[src/rtl/csq_pkg.sv]
package csq_pkg;
  typedef enum logic [1:0] {
    TS_IDLE  = 2'd0,
    TS_RUN   = 2'd1,
    TS_ROBSQ = 2'd2,
    TS_TRAP  = 2'd3
  } tstate_e;
endpackage

[src/rtl/csq_trap_timer.sv]
module csq_trap_timer #(
  parameter int LAT = 3
) (
  input  logic clk,
  input  logic rst_n,
  input  logic start,
  input  logic clear,
  output logic in_flight,
  output logic pend
);
  localparam int CW = $clog2(LAT + 1);

  logic [CW-1:0] cnt_q;

  always_ff @(posedge clk) begin
    if (!rst_n) begin
      cnt_q     <= '0;
      in_flight <= 1'b0;
      pend      <= 1'b0;
    end else begin
      if (clear) pend <= 1'b0;
      if (start) begin
        in_flight <= 1'b1;
        cnt_q     <= CW'(LAT);
      end else if (in_flight) begin
        if (cnt_q == CW'(1)) begin
          in_flight <= 1'b0;
          pend      <= 1'b1;
        end else begin
          cnt_q <= cnt_q - CW'(1);
        end
      end
    end
  end

  AST_TRAP_FLAG_AFTER_FLIGHT: assert property (@(posedge clk) disable iff (!rst_n)
    $rose(pend) |-> $past(in_flight)) else $error("trap flag without flight");
  AST_TRAP_START_CLEAN: assert property (@(posedge clk) disable iff (!rst_n)
    start |-> !in_flight && !pend) else $error("trap restarted while active");
endmodule

[src/rtl/csq_arbiter.sv]
module csq_arbiter
  import csq_pkg::*;
#(
  parameter int SEQ_W = 8,
  parameter int PC_W  = 16
) (
  input  tstate_e            state_q,
  input  logic [SEQ_W-1:0]   youngest_q,
  input  logic               thread_active,
  input  logic               trap_pend,
  input  logic               trap_in_flight,
  input  logic               ctx_req,
  input  logic               fault,
  input  logic               exe_vld,
  input  logic [SEQ_W-1:0]   exe_seq,
  input  logic               exe_incl,
  input  logic               exe_mis,
  input  logic               exe_tak,
  input  logic [PC_W-1:0]    exe_pc,
  input  logic               disp_vld,
  input  logic [SEQ_W-1:0]   disp_seq,
  input  logic               rob_empty,
  input  logic [SEQ_W-1:0]   rob_head,
  input  logic               rob_done,
  input  logic [PC_W-1:0]    commit_pc,
  output tstate_e            state_d,
  output logic [SEQ_W-1:0]   youngest_d,
  output logic               sq_d,
  output logic               robsq_d,
  output logic [SEQ_W-1:0]   seq_d,
  output logic               mis_d,
  output logic               tak_d,
  output logic [PC_W-1:0]    pc_d,
  output logic               full_fire,
  output logic               exe_fire,
  output logic               fault_fire,
  output logic               mispred_inc
);
  function automatic logic [SEQ_W-1:0] exe_point(input logic [SEQ_W-1:0] s, input logic incl);
    return incl ? s - SEQ_W'(1) : s;
  endfunction

  function automatic logic [SEQ_W-1:0] flush_point(input logic empty, input logic [SEQ_W-1:0] head);
    return empty ? '0 : head - SEQ_W'(1);
  endfunction

  function automatic logic age_ok(input logic [SEQ_W-1:0] s, input logic [SEQ_W-1:0] young);
    return s <= young;
  endfunction

  tstate_e          s0;
  tstate_e          s1;
  logic             hold;
  logic [SEQ_W-1:0] young_mid;

  always_comb begin
    s0   = state_q;
    hold = 1'b0;
    if (state_q == TS_IDLE && thread_active) s0 = TS_RUN;
    if (state_q == TS_ROBSQ) begin
      if (rob_done) s0 = TS_RUN;
      else          hold = 1'b1;
    end

    full_fire = trap_pend | ctx_req;
    s1        = s0;
    young_mid = youngest_q;
    sq_d      = 1'b0;
    robsq_d   = hold;
    seq_d     = '0;
    mis_d     = 1'b0;
    tak_d     = 1'b0;
    pc_d      = '0;

    if (full_fire) begin
      young_mid = '0;
      s1        = TS_ROBSQ;
      sq_d      = 1'b1;
      robsq_d   = 1'b1;
      seq_d     = flush_point(rob_empty, rob_head);
      pc_d      = commit_pc;
    end

    exe_fire = exe_vld && (s1 != TS_TRAP) && age_ok(exe_seq, young_mid);
    if (exe_fire) begin
      young_mid = exe_point(exe_seq, exe_incl);
      s1        = TS_ROBSQ;
      sq_d      = 1'b1;
      robsq_d   = 1'b1;
      seq_d     = exe_point(exe_seq, exe_incl);
      mis_d     = exe_mis;
      tak_d     = exe_tak;
      pc_d      = exe_pc;
    end
    mispred_inc = exe_fire && exe_mis;

    fault_fire = fault && (s1 == TS_RUN) && !trap_in_flight && !trap_pend;
    if (fault_fire) s1 = TS_TRAP;

    youngest_d = young_mid;
    if (!full_fire && !exe_fire && disp_vld) youngest_d = disp_seq;
    state_d = s1;
  end
endmodule

[src/rtl/csq_thread.sv]
module csq_thread
  import csq_pkg::*;
#(
  parameter int SEQ_W   = 8,
  parameter int PC_W    = 16,
  parameter int TRAP_LAT = 3
) (
  input  logic             clk,
  input  logic             rst_n,
  input  logic             thread_active,
  input  logic             fault,
  input  logic             ctx_req,
  input  logic             exe_vld,
  input  logic [SEQ_W-1:0] exe_seq,
  input  logic             exe_incl,
  input  logic             exe_mis,
  input  logic             exe_tak,
  input  logic [PC_W-1:0]  exe_pc,
  input  logic             disp_vld,
  input  logic [SEQ_W-1:0] disp_seq,
  input  logic             rob_empty,
  input  logic [SEQ_W-1:0] rob_head,
  input  logic             rob_done,
  input  logic [PC_W-1:0]  commit_pc,
  output logic             sq_valid,
  output logic             sq_robsq,
  output logic [SEQ_W-1:0] sq_seq,
  output logic             sq_mis,
  output logic             sq_tak,
  output logic [PC_W-1:0]  sq_pc,
  output logic [1:0]       state_o,
  output logic [SEQ_W-1:0] youngest_o,
  output logic             mispred_inc
);
  tstate_e          state_q, state_d;
  logic [SEQ_W-1:0] youngest_q, youngest_d;
  logic             sq_d, robsq_d, mis_d, tak_d;
  logic [SEQ_W-1:0] seq_d;
  logic [PC_W-1:0]  pc_d;
  logic             trap_pend, trap_in_flight;
  logic             full_fire, exe_fire, fault_fire;

  csq_trap_timer #(.LAT(TRAP_LAT)) u_timer (
    .clk       (clk),
    .rst_n     (rst_n),
    .start     (fault_fire),
    .clear     (trap_pend),
    .in_flight (trap_in_flight),
    .pend      (trap_pend)
  );

  csq_arbiter #(.SEQ_W(SEQ_W), .PC_W(PC_W)) u_arb (
    .state_q        (state_q),
    .youngest_q     (youngest_q),
    .thread_active  (thread_active),
    .trap_pend      (trap_pend),
    .trap_in_flight (trap_in_flight),
    .ctx_req        (ctx_req),
    .fault          (fault),
    .exe_vld        (exe_vld),
    .exe_seq        (exe_seq),
    .exe_incl       (exe_incl),
    .exe_mis        (exe_mis),
    .exe_tak        (exe_tak),
    .exe_pc         (exe_pc),
    .disp_vld       (disp_vld),
    .disp_seq       (disp_seq),
    .rob_empty      (rob_empty),
    .rob_head       (rob_head),
    .rob_done       (rob_done),
    .commit_pc      (commit_pc),
    .state_d        (state_d),
    .youngest_d     (youngest_d),
    .sq_d           (sq_d),
    .robsq_d        (robsq_d),
    .seq_d          (seq_d),
    .mis_d          (mis_d),
    .tak_d          (tak_d),
    .pc_d           (pc_d),
    .full_fire      (full_fire),
    .exe_fire       (exe_fire),
    .fault_fire     (fault_fire),
    .mispred_inc    (mispred_inc)
  );

  always_ff @(posedge clk) begin
    if (!rst_n) begin
      state_q    <= TS_IDLE;
      youngest_q <= '0;
      sq_valid   <= 1'b0;
      sq_robsq   <= 1'b0;
      sq_seq     <= '0;
      sq_mis     <= 1'b0;
      sq_tak     <= 1'b0;
      sq_pc      <= '0;
    end else begin
      state_q    <= state_d;
      youngest_q <= youngest_d;
      sq_valid   <= sq_d;
      sq_robsq   <= robsq_d;
      sq_seq     <= seq_d;
      sq_mis     <= mis_d;
      sq_tak     <= tak_d;
      sq_pc      <= pc_d;
    end
  end

  assign state_o    = state_q;
  assign youngest_o = youngest_q;

  AST_CTX_OUTSIDE_TRAP: assert property (@(posedge clk) disable iff (!rst_n)
    ctx_req |-> !(trap_in_flight || trap_pend)) else $error("context squash during trap");
  AST_FLUSH_CLEARS_YOUNGEST: assert property (@(posedge clk) disable iff (!rst_n)
    full_fire && !exe_fire && !disp_vld |=> youngest_q == '0) else $error("youngest not cleared");
  AST_TRAP_BLOCKS_EXE: assert property (@(posedge clk) disable iff (!rst_n)
    (state_q == TS_TRAP) && !trap_pend && !ctx_req |=> !sq_valid) else $error("squash leaked in trap");
  AST_ROBSQ_HOLDS: assert property (@(posedge clk) disable iff (!rst_n)
    (state_q == TS_ROBSQ) && !rob_done |=> sq_robsq) else $error("rob squashing dropped");
  AST_STROBE_WITH_ROBSQ: assert property (@(posedge clk) disable iff (!rst_n)
    sq_valid |-> sq_robsq && (state_q == TS_ROBSQ)) else $error("bundle without squashing state");
  AST_FAULT_ENTERS_TRAP: assert property (@(posedge clk) disable iff (!rst_n)
    fault_fire |=> state_q == TS_TRAP) else $error("fault did not enter trap");
endmodule

[src/rtl/commit_squash_ctrl.sv]
module commit_squash_ctrl #(
  parameter int NT        = 2,
  parameter int SEQ_W     = 8,
  parameter int PC_W      = 16,
  parameter int TRAP_CYCLES = 3,
  parameter int CNT_W     = 8
) (
  input  logic                     clk,
  input  logic                     rst_n,
  input  logic [NT-1:0]            thread_active,
  input  logic [NT-1:0]            fault_take,
  input  logic [NT-1:0]            ctx_squash_req,
  input  logic [NT-1:0]            exe_squash_vld,
  input  logic [NT-1:0][SEQ_W-1:0] exe_squash_seq,
  input  logic [NT-1:0]            exe_incl_inst,
  input  logic [NT-1:0]            exe_mispred,
  input  logic [NT-1:0]            exe_taken,
  input  logic [NT-1:0][PC_W-1:0]  exe_redirect_pc,
  input  logic [NT-1:0]            dispatch_vld,
  input  logic [NT-1:0][SEQ_W-1:0] dispatch_seq,
  input  logic [NT-1:0]            rob_empty,
  input  logic [NT-1:0][SEQ_W-1:0] rob_head_seq,
  input  logic [NT-1:0]            rob_squash_done,
  input  logic [NT-1:0][PC_W-1:0]  commit_pc,
  output logic [NT-1:0]            sq_valid,
  output logic [NT-1:0]            sq_rob_squashing,
  output logic [NT-1:0][SEQ_W-1:0] sq_seq,
  output logic [NT-1:0]            sq_mispred,
  output logic [NT-1:0]            sq_taken,
  output logic [NT-1:0][PC_W-1:0]  sq_pc,
  output logic [NT-1:0][1:0]       thread_state,
  output logic [NT-1:0][SEQ_W-1:0] youngest_seq,
  output logic [CNT_W-1:0]         mispred_count
);
  logic [NT-1:0]  mis_inc;
  logic [CNT_W-1:0] inc_sum;

  for (genvar t = 0; t < NT; t++) begin : g_thr
    csq_thread #(.SEQ_W(SEQ_W), .PC_W(PC_W), .TRAP_LAT(TRAP_CYCLES)) u_thr (
      .clk           (clk),
      .rst_n         (rst_n),
      .thread_active (thread_active[t]),
      .fault         (fault_take[t]),
      .ctx_req       (ctx_squash_req[t]),
      .exe_vld       (exe_squash_vld[t]),
      .exe_seq       (exe_squash_seq[t]),
      .exe_incl      (exe_incl_inst[t]),
      .exe_mis       (exe_mispred[t]),
      .exe_tak       (exe_taken[t]),
      .exe_pc        (exe_redirect_pc[t]),
      .disp_vld      (dispatch_vld[t]),
      .disp_seq      (dispatch_seq[t]),
      .rob_empty     (rob_empty[t]),
      .rob_head      (rob_head_seq[t]),
      .rob_done      (rob_squash_done[t]),
      .commit_pc     (commit_pc[t]),
      .sq_valid      (sq_valid[t]),
      .sq_robsq      (sq_rob_squashing[t]),
      .sq_seq        (sq_seq[t]),
      .sq_mis        (sq_mispred[t]),
      .sq_tak        (sq_taken[t]),
      .sq_pc         (sq_pc[t]),
      .state_o       (thread_state[t]),
      .youngest_o    (youngest_seq[t]),
      .mispred_inc   (mis_inc[t])
    );
  end

  always_comb begin
    inc_sum = '0;
    for (int t = 0; t < NT; t++) inc_sum = inc_sum + CNT_W'(mis_inc[t]);
  end

  always_ff @(posedge clk) begin
    if (!rst_n) mispred_count <= '0;
    else        mispred_count <= mispred_count + inc_sum;
  end

  AST_CNT_STEADY: assert property (@(posedge clk) disable iff (!rst_n)
    (mis_inc == '0) |=> $stable(mispred_count)) else $error("counter moved without mispredict");
endmodule

[config.mk]
export PLATFORM = sky130hd
export DESIGN_NAME = commit_squash_ctrl
export DESIGN_NICKNAME = d
export VERILOG_FILES = /design/src/rtl/csq_pkg.sv /design/src/rtl/csq_trap_timer.sv /design/src/rtl/csq_arbiter.sv /design/src/rtl/csq_thread.sv /design/src/rtl/commit_squash_ctrl.sv
export SDC_FILE = /design/constraint.sdc
export NUM_CORES = 1
export LEC_CHECK = 0
export CORE_ASPECT_RATIO = 1.25
export CORE_UTILIZATION = 43
export DETAILED_ROUTE_END_ITERATION = 8
export PLACE_DENSITY = 0.85
export SKIP_CTS_REPAIR_TIMING = 1
export SLEW_MARGIN = 15
export SYNTH_ARGS = -nofsm -noshare
export SYNTH_HDL_FRONTEND = slang
export SYNTH_SLANG_ARGS = --single-unit
[constraint.sdc]
create_clock -name clk -period 5.36 [get_ports clk]
set_input_delay 1.34 -clock clk [delete_from_list [all_inputs] [get_ports clk]]
set_output_delay 1.34 -clock clk [all_outputs]
set_load 0.005 [all_outputs]
==> impl_metrics.json, run 1 <==
{
  "yosys_register_bits": 92,
  "slew_headroom_pct": 28.3,
  "path_cells": "clkdlybuf4s50_1, nor2_1, nand2_1, ha_1, nand2_1, o21ai_0, o21a_1, buf_4, o221ai_1, a2bb2oi_1",
  "setup_viol_count_final": 0,
  "syn_nets": 731,
  "finalWorstSetupSlack_ns": 0.879,
  "fin_setup_tns_ns": 0,
  "rsz0062_at_grt": "no",
  "end_kind": "flip-flop",
  "drtIter0Drc": 231,
  "p_leak_uw": 0.00273,
  "wirelength_um": 17300,
  "cts_max_level": 3,
  "drive_gt1_share_pct": 5.76,
  "firstDrtPassIters": 5,
  "gp_congestion": 0.905,
  "worstSetupPathType": "input pin to flip-flop",
  "fin_crit_ns": 4.48,
  "routed_via_density": 5.94,
  "grt_remaining_overflow": 0,
  "grt_util_all_layers_pct": 28.6,
  "synth.distinct_cells": 56,
  "skew_ns": 0.00759,
  "cts_inserted_buffers": 9,
  "worst_slew_pin_slew_ns": 1.07,
  "cts_root_buffer": "clkbuf_16",
  "hold_viol": 0,
  "area_growth_pct": 48.3,
  "dp.cells": 883,
  "synthCells": 573,
  "yosys.area.top_type": "dfxtp_1",
  "synth_top_area_share_pct": 36.6,
  "critPathSlowestCell": "o21a_1",
  "status": "finished clean",
  "instances_no_fill": 899,
  "hold_path.class": "flip-flop to flip-flop",
  "cp_common_cell": "nand2_1",
  "yosys-top-cells-area": "dfxtp_1 (37%), a21oi_1 (5.8%), ha_1 (5.7%)",
  "maxCapViolCount": 0,
  "fmax_ghz": 0.223,
  "core_area_mm2": 0.0112,
  "die_h_um": 123,
  "row_count": 43,
  "placement.io_buffers": 217,
  "grt_max_degree": 66,
  "synth-main-ff-cell": "dfxtp_1",
  "final_nets": 917,
  "finalPower_uw": 1940,
  "die_w_um": 98.7,
  "crit_path_start_kind": "input pin",
  "powerDensity_mw_per_mm2": 260,
  "drc": 0,
  "synth_area_mm2": 0.00503,
  "grt_pass1_wl_um": 27100,
  "peakVddDrop_v": 0.000189,
  "clkLatencyLatePin_ns": 0.34,
  "slew_violations": 0,
  "path_buf_inv": 2,
  "dp_slack_ns": 0.540,
  "cpLargestDelayFamily": "compound AO/OA/AOI/OAI gates",
  "avgSynthCellArea_um2": 8.77,
  "arrival_ns": 4.73,
  "path_max_fanout": 25,
  "antennaDiodeCount": 0,
  "clock_sinks": 92,
  "synth_edf_count": 0,
  "async_reset_ff_share_pct": 0,
  "cts_tree": "yes",
  "clkTransAtPathRegs_ns": 0.07,
  "ios": 218,
  "avgRoutedWirePerCell_um": 19.2,
  "antenna_found_initial": 0,
  "hpwl_um": 12600,
  "worstPathRequired_ns": 5.61,
  "first_global_vias": 5486,
  "clockBufferDepth": 2,
  "yosys_warnings": 0,
  "finalCritPeriodShare_pct": 83.6,
  "vias": 5337,
  "critical-path-max-stage-delay_ns": 0.80,
  "ant_nets": 0,
  "die_area_mm2": 0.0121,
  "start_util_pct": 44.7,
  "seq_area_frac_synth_pct": 36.6
}
final cells by class:
cell class	count	area [um2]
Clock buffer	10	239
Tap cell	135	169
Inverter	12	45.0
Fill cell	908	3790
Multi-Input combinational cell	414	2820
Sequential cell	92	1840
Timing Repair Buffer	230	2270
Clock inverter	6	70.1
cells by family after synthesis:
group / synth area share, %
AOI/OAI and AO/OA: 24.2
muxes: 0.224
xor gates and xnor gates: 5.75
adders and majority gates: 6.12
DFF: 36.6
buffers and inverters: 7.39
and+or+nand+nor: 19.7
layer usage:
metal | vias up | wire length (um) | track usage, %
met2 | 274 | 8580 | 52.0
met1 | 2508 | 6520 | 30.4
li1 | 2505 | - | -
met3 | 50 | 1490 | 8.08
met4 | 0 | 693 | 14.1
met5 | - | 0 | 0
sequential cells by signal (all words and copies together), names as in the netlist:
name	flops
g_thr.u_thr.state_o	4
g_thr.u_thr.sq_seq	16
g_thr.u_thr.sq_robsq	2
g_thr.u_thr.u_timer.cnt_q	4
g_thr.u_thr.sq_tak	2
g_thr.u_thr.sq_pc	32
g_thr.u_thr.youngest_o	16
g_thr.u_thr.u_timer.in_flight	2
g_thr.u_thr.u_timer.pend	2
g_thr.u_thr.sq_mis	2
g_thr.u_thr.sq_valid	2
mispred_count	8
through the flow:
step	instance area, um2	hold slack [ns]	utilization, %
3_5_place_dp	7150	0.491	63.6
2_1_floorplan	5030	0.458	-
6_report	7460	0.502	66.3
5_1_grt	7460	0.522	66.3
4_1_cts	7460	0.501	66.3
3_3_place_gp	7150	0.477	63.6
worst reg2reg max path: cells and delay by family (launching register included):
kind                       cells  cell delay [ns]
adders and majority gates      1             0.34
DFF                            1             0.57
AOI/OAI and AO/OA              4             1.51
and+or+nand+nor                3             0.91
buffers and inverters          1             0.31
where the power goes:
group | total, uW | switching, uW | internal [uW]
clock | 666 | 288 | 378
combinational | 509 | 246 | 263
sequential | 765 | 29.8 | 735
cell usage after synthesis (2+ instances only):
library cell	number
a21o_1	2
a21oi_1	58
a21oi_4	2
a2bb2oi_1	12
and2_1	7
and3_1	9
and4_1	2
buf_2	10
buf_4	12
buf_8	2
clkbuf_1	26
clkbuf_8	4
dfxtp_1	92
ha_1	23
inv_1	12
nand2_1	31
nand2b_1	2
nand3_1	47
nand3b_1	2
nand4_1	15
nor2_1	28
nor2b_1	5
nor3_1	11
nor4_1	6
nor4b_1	3
o211a_1	3
o211ai_1	30
o21a_1	7
o21ai_0	15
o221ai_1	29
o22a_1	4
o22ai_1	2
or3_1	5
or4_1	2
xnor2_1	12
xor2_1	21
cell usage in the layout, fill, tap and decap left out, types with 12 or more instances in the layout:
master,n
clkdlybuf4s50_1,217
dfxtp_1,92
a21oi_1,58
nand3_1,47
nand2_1,31
o211ai_1,30
o221ai_1,29
nor2_1,28
ha_1,23
xor2_1,21
nand4_1,15
o21ai_0,13
buf_4,13
xnor2_1,12
a2bb2oi_1,12
final timing paths:
path / startpoint / to / slack [ns] / cells after the start
setup / recovery: ctx_squash_req[1] / g_thr[1].u_thr.youngest_o[6]$_SDFF_PN0_ / 0.88 / 10
hold / removal: g_thr[0].u_thr.u_timer.in_flight$_SDFF_PN0_ / g_thr[0].u_thr.u_timer.pend$_SDFF_PP0_ / 0.50 / 1
setup reg to reg: g_thr[1].u_thr.u_timer.pend$_SDFF_PP0_ / g_thr[1].u_thr.youngest_o[6]$_SDFF_PN0_ / 1.64 / 9
hold reg to reg: g_thr[0].u_thr.u_timer.in_flight$_SDFF_PN0_ / g_thr[0].u_thr.u_timer.pend$_SDFF_PP0_ / 0.50 / 1
(Power assumes the default switching activity.)
==> run 2: changes to the inputs <==
Clock period 5.36 ns to 4.7 ns, I/O delays scaled along.
==> run 2 against run 1 <==
Total power up 12%. Highest routed layer unchanged. Non-clock buffer count is 3 higher. Count of clock-buffer cells in the layout increased by 3. Hold slack better by 0.0018 ns.
==> impl_metrics.json, run 2 (same netlist as run 1, synthesis figures left out) <==
{
  "status": "finished clean",
  "mostFrequentLayoutCell": "clkdlybuf4s50_1",
  "die_h_um": 123,
  "hpwl_um": 12600,
  "ios": 218,
  "slew_headroom_pct": 50.4,
  "firstDrtPassIters": 4,
  "gp_congestion": 0.960,
  "antennaDiodeCount": 0,
  "fin_setup_tns_ns": 0,
  "grt_max_degree": 42,
  "largest_reg_flops": 32,
  "core_area_mm2": 0.0112,
  "clock_sinks": 92,
  "rsz0062_at_grt": "no",
  "p_leak_uw": 0.00275,
  "ant_nets": 0,
  "hold_viol": 0,
  "powerDensity_mw_per_mm2": 291,
  "clkLatencyLatePin_ns": 0.34,
  "area_growth_pct": 48.4,
  "dp.cells": 886,
  "fin_crit_ns": 3.97,
  "instances_no_fill": 901,
  "skew_ns": 0.00524,
  "die_w_um": 98.7,
  "final_cell_mix": "clkdlybuf4s50_1 (217), dfxtp_1 (92), a21oi_1 (58)",
  "row_count": 43,
  "final_nets": 920,
  "grt_pass1_wl_um": 26900,
  "vias": 5391,
  "peakVddDrop_v": 0.000172,
  "setup_viol_count_final": 0,
  "avgRoutedWirePerCell_um": 19.0,
  "die_area_mm2": 0.0121,
  "worstSetupPathType": "input pin to flip-flop",
  "grt_util_all_layers_pct": 28.5,
  "placement.io_buffers": 217,
  "end_kind": "flip-flop",
  "finalPower_uw": 2170,
  "finalCritPeriodShare_pct": 84.4,
  "antenna_found_initial": 0,
  "slew_violations": 0,
  "cts_max_level": 3,
  "drive_gt1_share_pct": 5.74,
  "maxCapViolCount": 0,
  "wirelength_um": 17100,
  "fmax_ghz": 0.252,
  "regMostFlops": "g_thr.u_thr.sq_pc",
  "drc": 0,
  "grt_remaining_overflow": 0,
  "start_util_pct": 44.7,
  "clockBufferDepth": 2,
  "clkTransAtPathRegs_ns": 0.06,
  "cts_tree": "yes",
  "worstPathRequired_ns": 4.91,
  "path_max_fanout": 14,
  "first_global_vias": 5458,
  "drtIter0Drc": 301,
  "cts_inserted_buffers": 9,
  "arrival_ns": 4.18,
  "routed_via_density": 5.98,
  "hold_path.class": "flip-flop to flip-flop",
  "worst_slew_pin_slew_ns": 0.740,
  "crit_path_start_kind": "input pin",
  "cts_root_buffer": "clkbuf_16",
  "post-route-util_pct": 66.3
}
run 2: cell types whose count changed in the layout (fill, tap and decap cells not counted), sizes merged:
cell      delta
buf          +3
clkbuf       +3
clkinvlp     -3
inv          -2
clkinv       +1
run 2: final cells by class:
cell class,count,area (um2)
fill,929,3780
clock buffer,13,250
timing repair buffer,233,2290
inverter,12,45.0
clock inverter,2,35.0
sequential,92,1840
multi-input combinational,414,2830
tap,135,169
run 2: worst paths after layout:
kind | startpoint | endpoint | slack, ns | depth (start not counted)
worst min register to register | g_thr[0].u_thr.u_timer.in_flight$_SDFF_PN0_ | g_thr[0].u_thr.u_timer.pend$_SDFF_PP0_ | 0.50 | 1
worst min-delay path | g_thr[0].u_thr.u_timer.in_flight$_SDFF_PN0_ | g_thr[0].u_thr.u_timer.pend$_SDFF_PP0_ | 0.50 | 1
worst max register to register | g_thr[0].u_thr.u_timer.pend$_SDFF_PP0_ | mispred_count[4]$_SDFF_PN0_ | 1.72 | 13
worst max-delay path | ctx_squash_req[1] | mispred_count[4]$_SDFF_PN0_ | 0.73 | 14
run 2: power breakdown:
group	switching (uW)	leakage, uW	internal (uW)
logic	281	0.00185	302
registers	33.1	0.000755	839
clock network	293	0.000140	424
run 2: critical path: stages:
cell,delay [ns]
clkdlybuf4s50_1,0.45
nor2_1,0.11
buf_4,0.21
nand2_1,0.08
ha_1,0.32
nand4_1,0.18
o211a_1,0.32
a21o_1,0.18
and3_1,0.20
fa_1,0.42
ha_1,0.24
nand3_1,0.09
xor2_1,0.15
nor2_1,0.05
run 2: through the flow:
stage	setup slack [ns]	instance area, um2	hold WS, ns
after floorplan	0.655	5030	0.458
after global placement	0.495	7170	0.477
after detailed placement	0.388	7170	0.495
after CTS	0.739	7450	0.502
after global routing	0.599	7460	0.507
final	0.733	7460	0.504
run 2: metal layers:
metal	wire length (um)	GRT usage [%]	part of all wire [%]	up-vias
li1	-	-	-	2511
met1	6330	30.8	37	2527
met2	8400	48.9	49	294
met3	1570	7.46	9.2	59
met4	818	19.8	4.8	0
met5	0	0	0	-
==> run 3: changes to the inputs <==
Clock period 4.7 ns to 3.7 ns, I/O delays scaled along.
==> run 3 against run 2 <==
Total power up 27%. Sequential cell count stayed put. First-iteration DRC count down 18%. Core utilization up 2.5 points. Largest cell class unchanged.
==> impl_metrics.json, run 3 (same netlist as run 1, synthesis figures left out) <==
{
  "core_area_mm2": 0.0112,
  "seq_area_mm2": 0.00184,
  "pwr-share-seq_pct": 40.2,
  "clkLatencyLatePin_ns": 0.34,
  "fill_cells": 896,
  "multi_input_area_mm2": 0.00283,
  "path_buf_inv": 2,
  "switching_share_pct": 29.3,
  "grt_max_degree": 45,
  "grt_util_all_layers_pct": 28.1,
  "stdcell_area_mm2": 0.00774,
  "worstSetupPathType": "input pin to flip-flop",
  "die_h_um": 123,
  "grt_remaining_overflow": 0,
  "worstPathRequired_ns": 3.91,
  "slew_violations": 0,
  "powerDensity_mw_per_mm2": 355,
  "end_kind": "flip-flop",
  "wirelength_um": 17200,
  "regMostFlops": "g_thr.u_thr.sq_pc",
  "p_int_uw": 1940,
  "cts_root_buffer": "clkbuf_16",
  "routed_via_density": 5.88,
  "worst-path-stages": 14,
  "final_nets": 951,
  "antenna_found_initial": 0,
  "grt_pass1_wl_um": 26600,
  "row_count": 43,
  "area_growth_pct": 54.0,
  "antennaDiodeCount": 0,
  "finalWorstSetupSlack_ns": 0.151,
  "drtIter0Drc": 248,
  "rr_startpoint": "g_thr[0].u_thr.u_timer.pend$_SDFF_PP0_",
  "first_global_vias": 5435,
  "fin_crit_ns": 3.55,
  "fmax_ghz": 0.282,
  "avgRoutedWirePerCell_um": 18.5,
  "largest_reg_flops": 32,
  "hpwl_um": 13000,
  "die_w_um": 98.7,
  "critical-path-max-stage-delay_ns": 0.51,
  "die_area_mm2": 0.0121,
  "p_sw_uw": 805,
  "hold_path.class": "flip-flop to flip-flop",
  "cpLargestDelayFamily": "adder cells",
  "hold_viol": 0,
  "skew_ns": 0.00597,
  "pwr-share-clk_pct": 31.0,
  "rsz0062_at_grt": "no",
  "r2r_end": "mispred_count[4]$_SDFF_PN0_",
  "clockBufferDepth": 2,
  "start_util_pct": 44.7,
  "placement.io_buffers": 217,
  "r2r_slack_ns": 0.82,
  "cts_tree": "yes",
  "maxCapViolCount": 0,
  "slew_headroom_pct": 47.1,
  "clock_sinks": 92,
  "clkTransAtPathRegs_ns": 0.07,
  "r2r_cells": 13,
  "final_cell_mix": "clkdlybuf4s50_1 (217), dfxtp_1 (92), a21oi_1 (58)",
  "vias": 5484,
  "arrival_ns": 3.76,
  "mostFrequentLayoutCell": "clkdlybuf4s50_1",
  "finalCritPeriodShare_pct": 95.9,
  "path_max_fanout": 10,
  "crit_path_start_kind": "input pin",
  "crit_start": "ctx_squash_req[1]",
  "dp_slack_ns": -0.338,
  "critPathSlowestCell": "clkdlybuf4s50_1",
  "cts_max_level": 3,
  "drc": 0,
  "combPwrFrac_pct": 28.8,
  "firstDrtPassIters": 4,
  "p_leak_uw": 0.00290,
  "gp_congestion": 0.946,
  "peakVddDrop_v": 0.000209,
  "worstSetupEndpoint": "mispred_count[4]$_SDFF_PN0_",
  "ant_nets": 0,
  "ios": 218,
  "worst_slew_pin_slew_ns": 0.789,
  "cts_inserted_buffers": 9,
  "place_area_mm2": 0.00747,
  "drive_gt1_share_pct": 10.2,
  "path_cells": "clkdlybuf4s50_1, nor2_2, buf_12, and2_1, ha_1, and4_1, o211a_1, a21o_1, and3_1, fa_2, ha_2, nand3_1, xor2_1, nor2_1",
  "setup_viol_count_final": 0,
  "status": "finished clean"
}
## run 3: power by group through the flow
stage	registers, uW	logic, uW	clock network [uW]
5_1_grt	1110	852	910
3_3_place_gp	1130	763	0
2_1_floorplan	1120	359	0
4_1_cts	1100	790	864
6_report	1100	792	851
3_5_place_dp	1130	785	0
## run 3: how the worst min path moves through the flow
| stage | from | endpoint | slack (ns) | cells past startpoint |
|---|---|---|---|---|
| after floorplan | g_thr[0].u_thr.u_timer.in_flight$_SDFF_PN0_ | g_thr[0].u_thr.u_timer.pend$_SDFF_PP0_ | 0.46 | 1 |
| after global placement | g_thr[0].u_thr.u_timer.in_flight$_SDFF_PN0_ | g_thr[0].u_thr.u_timer.pend$_SDFF_PP0_ | 0.48 | 1 |
| after detailed placement | g_thr[0].u_thr.u_timer.in_flight$_SDFF_PN0_ | g_thr[0].u_thr.u_timer.pend$_SDFF_PP0_ | 0.48 | 1 |
| after CTS | g_thr[0].u_thr.u_timer.in_flight$_SDFF_PN0_ | g_thr[0].u_thr.u_timer.pend$_SDFF_PP0_ | 0.49 | 1 |
| after global routing | g_thr[0].u_thr.u_timer.in_flight$_SDFF_PN0_ | g_thr[0].u_thr.u_timer.pend$_SDFF_PP0_ | 0.50 | 1 |
| final | g_thr[0].u_thr.u_timer.in_flight$_SDFF_PN0_ | g_thr[0].u_thr.u_timer.pend$_SDFF_PP0_ | 0.49 | 1 |
## run 3: stage by stage
stage / utilization (%) / hold WS, ns / cells / power [uW] / TNS (ns)
after global placement: 66.4 / 0.480 / 917 / 1890 / -1.35
final: 68.8 / 0.486 / 932 / 2750 / 0
after CTS: 68.8 / 0.487 / 932 / 2760 / 0
after floorplan: - / 0.458 / 573 / 1480 / 0
after global routing: 68.8 / 0.501 / 932 / 2870 / 0
after detailed placement: 66.4 / 0.482 / 917 / 1910 / -1.88
## run 3: routing by layer
metal / up-vias / global-route usage, % / part of all wire [%]
li1: 2576 / - / -
met1: 2574 / 30.6 / 37
met2: 285 / 51.0 / 51
met3: 49 / 6.50 / 8.2
met4: 0 / 14.6 / 4.1
met5: - / 0 / 0
## run 3: layout make-up
cell class / instances / area share (%)
Multi-Input combinational cell: 414 / 36.6
Timing Repair Buffer: 264 / 33.4
Sequential cell: 92 / 23.8
Clock buffer: 9 / 2.91
Tap cell: 135 / 2.18
Inverter: 12 / 0.582
Clock inverter: 6 / 0.533
